`src/rtl/dsm_pkg.sv`:
```
`timescale 1ns/1ps
package dsm_pkg;

    // 33.33 MHz clock divided by 200 results per second
    parameter int unsigned DSM_DEF_WINDOW = 166_667;

    // bits needed to hold the values 0 .. n inclusive
    function automatic int unsigned count_bits(input int unsigned n);
        return $clog2(n + 1);
    endfunction

endpackage

```
`src/rtl/dsm_sync.sv`:
```
`timescale 1ns/1ps
module dsm_sync #(
    parameter int unsigned STAGES = 2
) (
    input  logic clk_i,
    input  logic rst_i,
    input  logic d_i,
    output logic q_o
);
    typedef struct packed {
        logic [STAGES-1:0] chain;
    } sync_state_t;

    sync_state_t st_d, st_q;

    always_comb begin
        st_d = st_q;
        if (rst_i) begin
            st_d.chain = '0;
        end else begin
            st_d.chain = {st_q.chain[STAGES-2:0], d_i};
        end
    end

    always_ff @(posedge clk_i) begin
        st_q <= st_d;
    end

    assign q_o = st_q.chain[STAGES-1];
endmodule

```
`src/rtl/dsm_window.sv`:
```
`timescale 1ns/1ps
module dsm_window #(
    parameter int unsigned WINDOW = 166_667
) (
    input  logic clk_i,
    input  logic rst_i,
    output logic last_o
);
    localparam int unsigned WIN_W = (WINDOW > 1) ? $clog2(WINDOW) : 1;
    localparam logic [WIN_W-1:0] LAST_IDX = WIN_W'(WINDOW - 1);

    typedef struct packed {
        logic [WIN_W-1:0] idx;
    } win_state_t;

    win_state_t st_d, st_q;
    logic       at_end;

    assign at_end = (st_q.idx == LAST_IDX);

    always_comb begin
        st_d = st_q;
        if (rst_i || at_end) begin
            st_d.idx = '0;
        end else begin
            st_d.idx = st_q.idx + WIN_W'(1);
        end
    end

    always_ff @(posedge clk_i) begin
        st_q <= st_d;
    end

    assign last_o = at_end;
endmodule

```
`src/rtl/dsm_accum.sv`:
```
`timescale 1ns/1ps
module dsm_accum #(
    parameter int unsigned CNT_W = 18
) (
    input  logic             clk_i,
    input  logic             rst_i,
    input  logic             bit_i,
    input  logic             dump_i,
    output logic [CNT_W-1:0] result_o,
    output logic             valid_o
);
    typedef struct packed {
        logic [CNT_W-1:0] acc;
        logic [CNT_W-1:0] result;
        logic             valid;
    } acc_state_t;

    acc_state_t       st_d, st_q;
    logic [CNT_W-1:0] sum;

    // the current clock's bit is always part of the running total
    assign sum = st_q.acc + CNT_W'(bit_i);

    always_comb begin
        st_d = st_q;
        if (rst_i) begin
            st_d.acc    = '0;
            st_d.result = '0;
            st_d.valid  = 1'b0;
        end else if (dump_i) begin
            st_d.result = sum;
            st_d.acc    = '0;
            st_d.valid  = 1'b1;
        end else begin
            st_d.acc    = sum;
            st_d.valid  = 1'b0;
        end
    end

    always_ff @(posedge clk_i) begin
        st_q <= st_d;
    end

    assign result_o = st_q.result;
    assign valid_o  = st_q.valid;
endmodule

```
`src/rtl/dsm_decim.sv`:
```
`timescale 1ns/1ps
module dsm_decim #(
    parameter  int unsigned WINDOW      = dsm_pkg::DSM_DEF_WINDOW,
    parameter  int unsigned SYNC_STAGES = 2,
    localparam int unsigned CNT_W       = dsm_pkg::count_bits(WINDOW)
) (
    input  logic             clk_i,
    input  logic             rst_i,
    input  logic             comp_i,
    output logic             fb_o,
    output logic [CNT_W-1:0] result_o,
    output logic             valid_o
);
    typedef struct packed {
        logic fb;
    } loop_state_t;

    loop_state_t st_d, st_q;
    logic        comp_sync;
    logic        win_last;

    dsm_sync #(.STAGES(SYNC_STAGES)) u_sync (
        .clk_i (clk_i),
        .rst_i (rst_i),
        .d_i   (comp_i),
        .q_o   (comp_sync)
    );

    // feedback flop: same polarity as the comparator, so a node below the reference is pushed up
    always_comb begin
        st_d = st_q;
        if (rst_i) begin
            st_d.fb = 1'b0;
        end else begin
            st_d.fb = comp_sync;
        end
    end

    always_ff @(posedge clk_i) begin
        st_q <= st_d;
    end

    // the pin is the flop output itself, with no gate after it
    assign fb_o = st_q.fb;

    dsm_window #(.WINDOW(WINDOW)) u_window (
        .clk_i  (clk_i),
        .rst_i  (rst_i),
        .last_o (win_last)
    );

    dsm_accum #(.CNT_W(CNT_W)) u_accum (
        .clk_i    (clk_i),
        .rst_i    (rst_i),
        .bit_i    (st_q.fb),
        .dump_i   (win_last),
        .result_o (result_o),
        .valid_o  (valid_o)
    );
endmodule

```
`config.mk`:
```
export PLATFORM = sky130hd
export DESIGN_NAME = dsm_decim
export DESIGN_NICKNAME = d
export VERILOG_FILES = /design/src/rtl/dsm_pkg.sv /design/src/rtl/dsm_sync.sv /design/src/rtl/dsm_window.sv /design/src/rtl/dsm_accum.sv /design/src/rtl/dsm_decim.sv
export SDC_FILE = /design/constraint.sdc
export NUM_CORES = 1
export LEC_CHECK = 0
export ABC_AREA = 1
export BUFFER_PORTS_ARGS = -buffer_cell sky130_fd_sc_hd__buf_2
export CAP_MARGIN = 10
export CORE_UTILIZATION = 45
export CTS_BUF_LIST = sky130_fd_sc_hd__clkbuf_8
export DETAILED_ROUTE_END_ITERATION = 16
export GPL_TIMING_DRIVEN = 0
export PLACE_DENSITY = 0.6
export SETUP_SLACK_MARGIN = 0.05
export SLEW_MARGIN = 25
export SYNTH_ARGS = -nofsm -noshare
export SYNTH_HDL_FRONTEND = slang
export SYNTH_SLANG_ARGS = --single-unit
```
`constraint.sdc`:
```
create_clock -name clk_i -period 2 [get_ports clk_i]
set_input_delay 0.2 -clock clk_i [delete_from_list [all_inputs] [get_ports clk_i]]
set_output_delay 0.2 -clock clk_i [all_outputs]
set_load 0.01 [all_outputs]
```
# After elaboration in Yosys (flattened, before gate mapping)
# Cells that the tools add are included.
totals:
  out_inout_bits: 20
  ff_bits: 58
  in_bits: 3
classes:
  muxes: 1
  add_sub_neg: 2
  reduce_logical: 2
  eq_ne: 1
ops:
  columns: ["op", "n"]
  rows:
  - ["adder 18 x 1 -> 18 bit", 1]
  - ["adder 18 x 1 -> 18 bit, second input constant", 1]
  - ["equality test 18 bit, second input constant", 1]
  - ["OR reduction 2 bit", 1]
  - ["logical OR 1 bit", 1]
  - ["two-way mux 1 bit", 1]

# Longest topological paths before layout
# Gate-level depths: netlist of the first run.
depth:
  word_depth: 2
  depth_mapped: 10

# By module
# Synthesis of the first run repeated with hierarchy kept, for this count alone.
hier_totals:
  cells_unflattened: 370
  area_unflattened_um2: 2732.6
by_module_without_submodules:
  columns: ["module", "instances", "area_per_inst_um2", "cells_each"]
  rows:
  - ["dsm_accum", 1, 1674.1, 217]
  - ["dsm_window", 1, 973.4, 144]
  - ["dsm_sync", 1, 55.1, 6]
  - ["dsm_decim", 1, 30.0, 3]

# Worst setup path before layout of the first run
# No wires, ideal clock.
synth_path:
  path_kind: "reg-to-reg"
  from: "reg st_q (netlist: fb_o)"
  to: "reg u_accum.st_q, in the netlist u_accum.result_o[16]"
  n_path_buf: 0
  path_slack_ps: 476
  setup_time_ps: 112
  t_arrival_ps: 1412
  path_stages_with_launch: 10
  cell_sequence: "dfxtp_1 > ha_1 > ha_1 > nand3_1 > inv_1 > nand2_1 > o21ai_0 > nand2_1 > nand2_1 > nand2_1"
synth_via:
  elab_chain_cells: 1
synth_rtl:
  columns: ["item", "line_no", "source"]
  rows:
  - ["start, declared", "dsm_decim.sv:18", "loop_state_t st_d, st_q;"]
  - ["start signal, assigned", "dsm_decim.sv:40", "st_q <= st_d;"]
  - ["adder 18 x 1 -> 18 bit", "dsm_accum.sv:22", "assign sum = st_q.acc + CNT_W'(bit_i);"]
  - ["end signal, assigned", "dsm_accum.sv:41", "st_q <= st_d;"]
  - ["end, declared", "dsm_accum.sv:18", "acc_state_t st_d, st_q;"]
# No other way between the ends.
# A chain may end at the register's enable or synchronous reset.

# Worst setup path after layout of the first run
# Same ends and word-level chain as after synthesis.

==> results of run 1 <==
cell usage after synthesis (2+ instances only):
master / number / area, µm²
buf_4: 21 / 158
o21ai_0: 15 / 75.1
nor2_4: 3 / 33.8
a21oi_1: 13 / 65.1
ha_1: 4 / 50.1
nand3_1: 38 / 190
buf_2: 3 / 15.0
inv_1: 32 / 120
xor2_1: 12 / 105
nand4_1: 7 / 43.8
xnor2_1: 6 / 52.6
nand2_2: 2 / 12.5
dfxtp_1: 58 / 1160
nor2_2: 4 / 25.0
nor2_1: 56 / 210
nand2_1: 75 / 282
power by group through the flow:
stage	Clock (mW)	Sequential (mW)	Combinational, mW
finish	0.977	1.17	0.0460
global route	1.07	1.17	0.0533
CTS	1.01	1.17	0.0473
detailed placement	0	1.20	0.0475
global placement	0	1.20	0.0468
floorplan	0	1.19	0.0306
registers in the layout, indices dropped and copies added, names as in the netlist:
signal,cells
fb_o,1
u_window.st_q,18
u_accum.valid_o,1
u_accum.st_q,18
u_accum.result_o,18
u_sync.st_q,2
logic make-up (layout without fill, tap and decap cells):
logic type      Yosys count  in the layout  share of synthesized area (%)
simple gates            192            192                           32.2
compound gates           29             29                           5.48
flops                    58             58                           43.1
xor+xnor                 18             18                           5.85
fa+ha+maj                 4              4                           1.86
buf+inv                  58             96                           11.4
routing by layer:
metal | share of wire, % | wire (µm) | vias to the layer above
li1 | - | - | 1185
met1 | 47 | 2450 | 997
met2 | 47 | 2440 | 34
met3 | 3.0 | 159 | 16
met4 | 3.6 | 189 | 0
met5 | 0 | 0 | -
stage by stage:
step	setup slack, ns	instances	util (%)
6_report	0.340	469	54.5
5_1_grt	0.137	469	54.5
4_1_cts	0.320	469	54.5
3_5_place_dp	0.325	453	51.3
3_3_place_gp	0.350	453	51.3
2_1_floorplan	0.476	359	-
tightest hold or removal path, cell delays in order:
cell,delay (ns)
buf_2,0.09
inv_1,0.04
nor2_1,0.03
path summary, 6_finish.rpt:
kind / start / end / slack [ns] / cells after the start
worst max-delay path: fb_o / u_accum.result_o[16] / 0.34 / 9
worst max register to register: fb_o / u_accum.result_o[16] / 0.34 / 9
worst min register to register: u_sync.st_q[1] / fb_o / 0.41 / 2
worst min-delay path: comp_i / u_sync.st_q[0] / 0.07 / 3
layout make-up:
type                            instances  area (µm²)
Buffer                                 25         184
Sequential cell                        58        1160
Clock inverter                          4        17.5
Clock buffer                           12         165
Multi-Input combinational cell        243        1220
Timing Repair Buffer                   22         110
Fill cell                             570        2570
Tap cell                               72        90.1
Inverter                               33         124
==> run_results.csv, run 1 <==
group,metric,value,unit
detailed_routing,ant_nets,0,
setup_path,cp_num_buf_inv,1,
pwr,total_power,2.19,mW
logic_synthesis,ys_types,26,
detailed_routing,first_pass_iters,4,
setup_path,crit_fanout,6,
pwr,seqPwrFrac,53.4,%
setup_path,crit_chain,"ha_1, ha_1, nand3_1, inv_1, nand2_1, o21ai_0, nand2_1, nand2_1, nand2_1",
timing,fmax,0.602,GHz
logic_synthesis,synth_cells,359,
setup_path,cp_slowest_stage_delay,0.33,ns
global_route,grt_pass1_vias,2040,
floorplan,die_h,79.4,µm
detailed_routing,drc_errors,0,
setup_path,crit_path_frequent_cell,"nand2_1",
pwr,power_frac_comb,2.1,%
layout,final_common_cell,"nand2_1",
pwr,peakVddDrop,0.000381,V
global_route,grt.total_usage,19.2,%
setup_path,slowest_stage,"dfxtp_1",
layout,diodes,0,
timing,fin_crit,1.66,ns
timing,finalSetupTns,0,ns
clock_tree,ctsHoldBuffers,0,
floorplan,ios,23,
timing,slew_headroom,72.6,%
clock_tree,cts_setup_buffers,0,
setup_path,path_class,"register to register",
floorplan,initial_core_util,47.7,%
pwr,switching_share,21.8,%
timing,slew_viol_final,0,
clock_tree,cts_buffers,9,
detailed_routing,drtIter0Drc,97,
clock_tree,clock_sinks,58,
setup_path,start_kind,"register",
detailed_routing,vias_per_cell,4.76,
clock_tree,cts_htree_levels,3,
min_path,hold_path_class,"input pin to register",
pwr,p_clk_share,44.5,%
placement,port_buffers,22,
logic_synthesis,ys_seq_area_share,43.1,%
detailed_routing,wl_per_cell,11.2,µm
layout,stdcell_area,0.00308,mm²
run,max_cap_violations,0,
logic_synthesis,yosys_warnings,0,
setup_path,critical_path_arrival,1.89,ns
detailed_routing,wirelength,5240,µm
timing,worstMarginPinSlew,0.410,ns
pwr,internal_power,1.72,mW
floorplan,die_area,0.00630,mm²
global_route,antenna_found_initial,0,
global_route,grt_max_degree,11,
global_route,grt_util_met2,31.5,%
logic_synthesis,synth_seq_cells,58,
logic_synthesis,syn-cell-area,0.00269,mm²
logic_synthesis,avgSynthCellArea,7.50,µm²
outcome,status,"completed",
global_route,grt_overflow,0,
timing,hold_ws,0.0738,ns
logic_synthesis,synthFlopType,"dfxtp_1",
clock_tree,clk_latency,0.33,ns
clock_tree,clk_pin_slew,0.06,ns
timing,period_share,83.0,%
timing,final-hold-violation-count,0,
clock_tree,cts_tree,"built",
global_route,grt_pass1_wl,9120,µm
timing,fin_skew,0.00803,ns
logic_synthesis,synth_edf_count,0,
layout,final_cell_mix,"nand2_1, dfxtp_1, nor2_1",
floorplan,core.rowCount,27,
global_route,grt_use_met3,4.14,%
logic_synthesis,synthArstFlopShare,0,%
layout,area_growth,14.2,%
layout,final_nets,399,
placement,dp_hpwl,3810,µm
placement,place_area,0.00289,mm²
pwr,p_per_area,713,mW/mm²
global_route,use_met1,22.5,%
floorplan,core_area,0.00564,mm²
detailed_routing,vias,2232,
setup_path,cp_top_family,"simple AND/OR/NAND/NOR gates",
placement,gp_congestion,0.856,
clock_tree,clk_path_buf_depth,2,
global_route,grt_busiest_layer,"met2",
layout,drive_above_1_share,18.9,%
clock_tree,root_buffer,"clkbuf_8",
setup_path,cp.required,2.23,ns
floorplan,die_w,79.4,µm
clock_tree,post_cts_resized,0,
pwr,p_sw,477,µW
setup_path,crit_path_end_kind,"register",
logic_synthesis,synth_nets,366,
timing,rsz0062_at_grt,"false",
timing,setup_viol,0,
pwr,power.leakage,1.32,nW
Note: power is estimated with default switching activity, not from simulation.
==> inputs of run 2 (changes only) <==
Settings changed: PLACE_DENSITY 0.6 to 0.62.
Clock period 2 ns to 1.4 ns, I/O delays scaled along.
==> run_results.csv, run 2 (synthesis gave the netlist of run 1 again) <==
group,metric,value,unit
outcome,status,"finished, violations left",
layout,num-fill-cells,505,
global_route,grt_max_degree,11,
layout,final_nets,408,
pwr,p_per_area,898,mW/mm²
global_route,antenna_found_initial,0,
setup_path,path_class,"register to register",
setup_path,cp_slowest_stage_delay,0.34,ns
layout,final_common_cell,"nand2_1",
detailed_routing,ant_nets,0,
detailed_routing,vias,2269,
clock_tree,root_buffer,"clkbuf_8",
floorplan,die_area,0.00630,mm²
clock_tree,clk_path_buf_depth,2,
floorplan,die_h,79.4,µm
min_path,hold_path_class,"input pin to register",
floorplan,ios,23,
run,max_cap_violations,0,
setup_path,crit_chain,"inv_2, ha_4, nand3_4, nor2_4, nand3_4, buf_12, nor2_4, nand2_1, nand2_1",
setup_path,start_kind,"register",
clock_tree,clk_pin_slew,0.06,ns
timing,fmax,0.708,GHz
clock_tree,clock_sinks,58,
timing,rsz0062_at_grt,"true",
setup_path,crit_path_end_kind,"register",
layout,diodes,0,
setup_path,critical_path_arrival,1.70,ns
timing,worstMarginPinSlew,0.276,ns
detailed_routing,wirelength,5550,µm
clock_tree,clk_latency,0.34,ns
floorplan,die_w,79.4,µm
placement,port_buffers,22,
clock_tree,cts_buffers,9,
timing,hold_ws,0.00726,ns
clock_tree,cts_tree,"built",
layout,multi_input_area,0.00141,mm²
timing,fin_skew,0.00634,ns
timing,slew_headroom,81.6,%
timing,fin_crit,1.41,ns
layout,final_cell_mix,"nand2_1, nor2_1, dfxtp_1",
pwr,power.leakage,1.38,nW
setup_path,slowest_stage,"dfxtp_2",
timing,final-hold-violation-count,0,
detailed_routing,drc_errors,0,
floorplan,core_area,0.00564,mm²
timing,setup_ws,-0.0128,ns
timing,period_share,101,%
detailed_routing,first_pass_iters,4,
floorplan,core.rowCount,27,
setup_path,cp.required,1.69,ns
floorplan,initial_core_util,47.7,%
clock_tree,ctsHoldBuffers,0,
placement,dp_hpwl,3740,µm
global_route,grt_pass1_vias,2196,
timing,slew_viol_final,0,
detailed_routing,vias_per_cell,4.76,
layout,area_growth,24.3,%
outcome,failed_checks,"setup timing",
detailed_routing,wl_per_cell,11.6,µm
layout,area.sequential,0.00117,mm²
clock_tree,cts_htree_levels,3,
pwr,peakVddDrop,0.000718,V
global_route,grt_overflow,0,
setup_path,cp_num_buf_inv,2,
placement,gp_congestion,0.855,
global_route,grt_pass1_wl,9730,µm
setup_path,crit_fanout,6,
layout,utilization,59.3,%
detailed_routing,drtIter0Drc,82,
setup_path,cp_top_family,"simple AND/OR/NAND/NOR gates",
layout,drive_above_1_share,28.9,%
timing,setup_viol,4,
global_route,grt.total_usage,20.7,%
[run 2: layout make-up]
class / instances / area share (%)
multi-input combinational: 244 / 42.1
sequential: 58 / 35.0
buffer: 25 / 6.50
timing repair buffer: 30 / 5.46
inverter: 33 / 3.77
clock buffer: 9 / 3.70
tap: 72 / 2.69
clock inverter: 6 / 0.822
[run 2: repair_timing]
item,in CTS,in global routing
endpoints found under the setup margin,54,54
gates resized for setup,25,31
gates cloned,2,0
pin swaps,15,13
setup buffers,4,4
[run 2: through the flow]
stage / total power, mW / setup TNS [ns] / worst slack, ns / std cells / area, µm²
CTS: 3.02 / -0.0213 / -0.0186 / 474 / 3260
finish: 3.01 / -0.0369 / -0.0128 / 477 / 3350
detailed placement: 1.78 / -6.91 / -0.208 / 453 / 2940
floorplan: 1.75 / 0 / 0.0531 / 359 / 2740
global route: 3.13 / -1.45 / -0.0892 / 477 / 3350
global placement: 1.77 / -6.27 / -0.156 / 453 / 2940
[run 2: worst paths after layout]
path                            slack [ns]             start                    to  cells after the start
worst max-delay path                 -0.01  u_window.st_q[0]  u_accum.result_o[17]                      9
worst min-delay path                 0.007            comp_i        u_sync.st_q[0]                      3
worst min register to register        0.40    u_sync.st_q[1]                  fb_o                      2
worst max register to register       -0.01  u_window.st_q[0]  u_accum.result_o[17]                      9
[run 2: worst reg2reg max path, stage by stage, from the launching register on]
cell     delay, ns
dfxtp_2       0.34
inv_2         0.07
ha_4          0.14
nand3_4       0.09
nor2_4        0.13
nand3_4       0.13
buf_12        0.18
nor2_4        0.17
nand2_1       0.07
nand2_1       0.05
[run 2: where the power goes]
part           internal, mW  switching, mW
Clock                 0.604          0.630
Sequential             1.66         0.0141
Combinational        0.0381         0.0564
[run 2: routing by layer]
| layer | global-route usage, % | up-vias | wire, µm |
|---|---|---|---|
| li1 | - | 1215 | - |
| met1 | 23.0 | 1011 | 2490 |
| met2 | 36.4 | 31 | 2780 |
| met3 | 6.90 | 12 | 190 |
| met4 | 7.64 | 0 | 93 |
| met5 | 0 | - | 0 |
==> inputs of run 3 (changes only) <==
Settings changed: MAX_ROUTING_LAYER from default to met4.
==> run_results.csv, run 3 (synthesis gave the netlist of run 1 again) <==
group,metric,value,unit
global_route,grt.total_usage,21.3,%
timing,slew_headroom,81.9,%
detailed_routing,ant_nets,0,
pwr,p_per_area,899,mW/mm²
floorplan,core.rowCount,27,
min_path,holdPathStages,3,
placement,port_buffers,22,
min_path,hold_path_class,"input pin to register",
layout,drive_above_1_share,28.9,%
run,max_cap_violations,0,
timing,fin_crit,1.42,ns
detailed_routing,vias,2269,
detailed_routing,wl_per_cell,11.6,µm
detailed_routing,vias_per_cell,4.76,
floorplan,core_area,0.00564,mm²
global_route,antenna_found_initial,0,
outcome,status,"finished, violations left",
min_path,min_to,"u_sync.st_q[0]",
setup_path,r2r_end,"u_accum.result_o[14]",
setup_path,cp.required,1.69,ns
outcome,failed_checks,"setup timing",
setup_path,slowest_stage,"dfxtp_2",
setup_path,crit_chain,"inv_2, ha_4, nand3_4, nor2_4, nand3_4, buf_12, nor2_4, nand2_1, nand2_1",
layout,num-fill-cells,505,
layout,area_growth,24.3,%
timing,rsz0062_at_grt,"true",
timing,worstMarginPinSlew,0.271,ns
setup_path,path_class,"register to register",
clock_tree,cts_htree_levels,3,
setup_path,cp_slowest_stage_delay,0.34,ns
global_route,grt_overflow,0,
min_path,hp-start,"comp_i",
setup_path,r2r_setup_slack,-0.02,ns
placement,gp_congestion,0.868,
timing,fmax,0.706,GHz
clock_tree,clk_pin_slew,0.07,ns
layout,diodes,0,
global_route,grt_pass1_wl,9740,µm
global_route,grt_pass1_vias,2193,
setup_path,worst-r2r-cell-count,9,
clock_tree,cts_buffers,9,
timing,fin_skew,0.00560,ns
placement,dp_hpwl,3740,µm
timing,finalSetupTns,-0.0461,ns
timing,setup_ws,-0.0162,ns
floorplan,die_h,79.4,µm
timing,slew_viol_final,0,
setup_path,cp_top_family,"simple AND/OR/NAND/NOR gates",
setup_path,crit_path_end_kind,"register",
layout,final_cell_mix,"nand2_1, nor2_1, dfxtp_1",
setup_path,crit_fanout,6,
floorplan,ios,23,
clock_tree,clk_latency,0.34,ns
setup_path,cp_num_buf_inv,2,
detailed_routing,drc_errors,0,
clock_tree,ctsHoldBuffers,0,
clock_tree,clock_sinks,58,
detailed_routing,first_pass_iters,4,
floorplan,initial_core_util,47.7,%
setup_path,r2r_start,"u_window.st_q[0]",
floorplan,die_w,79.4,µm
layout,area.sequential,0.00117,mm²
setup_path,start_kind,"register",
placement,placed_cells,453,
layout,final_nets,408,
timing,setup_viol,5,
layout,stdcell_count,477,
pwr,peakVddDrop,0.000717,V
layout,multi_input_area,0.00141,mm²
timing,period_share,101,%
global_route,grt_max_degree,11,
detailed_routing,drtIter0Drc,85,
clock_tree,root_buffer,"clkbuf_8",
setup_path,critical_path_arrival,1.71,ns
clock_tree,cts_tree,"built",
layout,final_common_cell,"nand2_1",
detailed_routing,wirelength,5550,µm
floorplan,die_area,0.00630,mm²
timing,final-hold-violation-count,0,
clock_tree,clk_path_buf_depth,2,
pwr,power.leakage,1.38,nW
run 3: cell type report:
type	count	share of cell area, %
Multi-Input combinational cell	244	42.1
Sequential cell	58	35.0
Buffer	25	6.50
Timing Repair Buffer	30	5.46
Inverter	33	3.77
Clock buffer	9	3.70
Tap cell	72	2.69
Clock inverter	6	0.822
run 3: worst max path at each step:
stage / end / from / cells past startpoint
6_report: u_accum.result_o[14] / u_window.st_q[0] / 9
5_1_grt: u_accum.result_o[10] / u_window.st_q[0] / 9
4_1_cts: u_accum.result_o[9] / u_window.st_q[0] / 9
3_5_place_dp: u_accum.result_o[4] / u_window.st_q[0] / 6
3_3_place_gp: u_accum.result_o[7] / u_window.st_q[0] / 6
2_1_floorplan: u_accum.result_o[10] / fb_o / 9
run 3: routing by layer:
metal  vias up  track usage [%]  share of wire (%)
met5         -                -                  0
met4         0             7.64                1.7
met3        12             6.90                3.2
met2        30             36.4                 50
met1      1013             23.1                 45
li1       1214                -                  -
run 3: tightest hold or removal path, stage by stage:
cell and delay [ns]:
buf_2 0.09, inv_1 0.04, nor2_1 0.03
run 3: metrics by stage:
step,hold WS [ns],setup slack [ns],util (%),total power [mW],instance area (µm²)
finish,0.00709,-0.0162,59.3,3.01,3350
global route,0.0470,-0.0892,59.3,3.13,3350
CTS,0.00141,-0.0186,57.8,3.02,3260
detailed placement,0.358,-0.208,52.0,1.78,2940
global placement,0.357,-0.156,52.0,1.77,2940
floorplan,0.204,0.0531,-,1.75,2740
run 3: what timing repair did:
action	in CTS	in global routing
pin swaps	15	13
setup buffers	4	4
gates cloned	2	0
gates resized for setup	25	31
setup endpoints to repair	54	54
run 3: where the power goes:
group / internal (mW) / switching (mW) / total, mW
sequential: 1.66 / 0.0141 / 1.68
clock: 0.604 / 0.632 / 1.24
combinational: 0.0381 / 0.0561 / 0.0942
total: 2.31 / 0.702 / 3.01
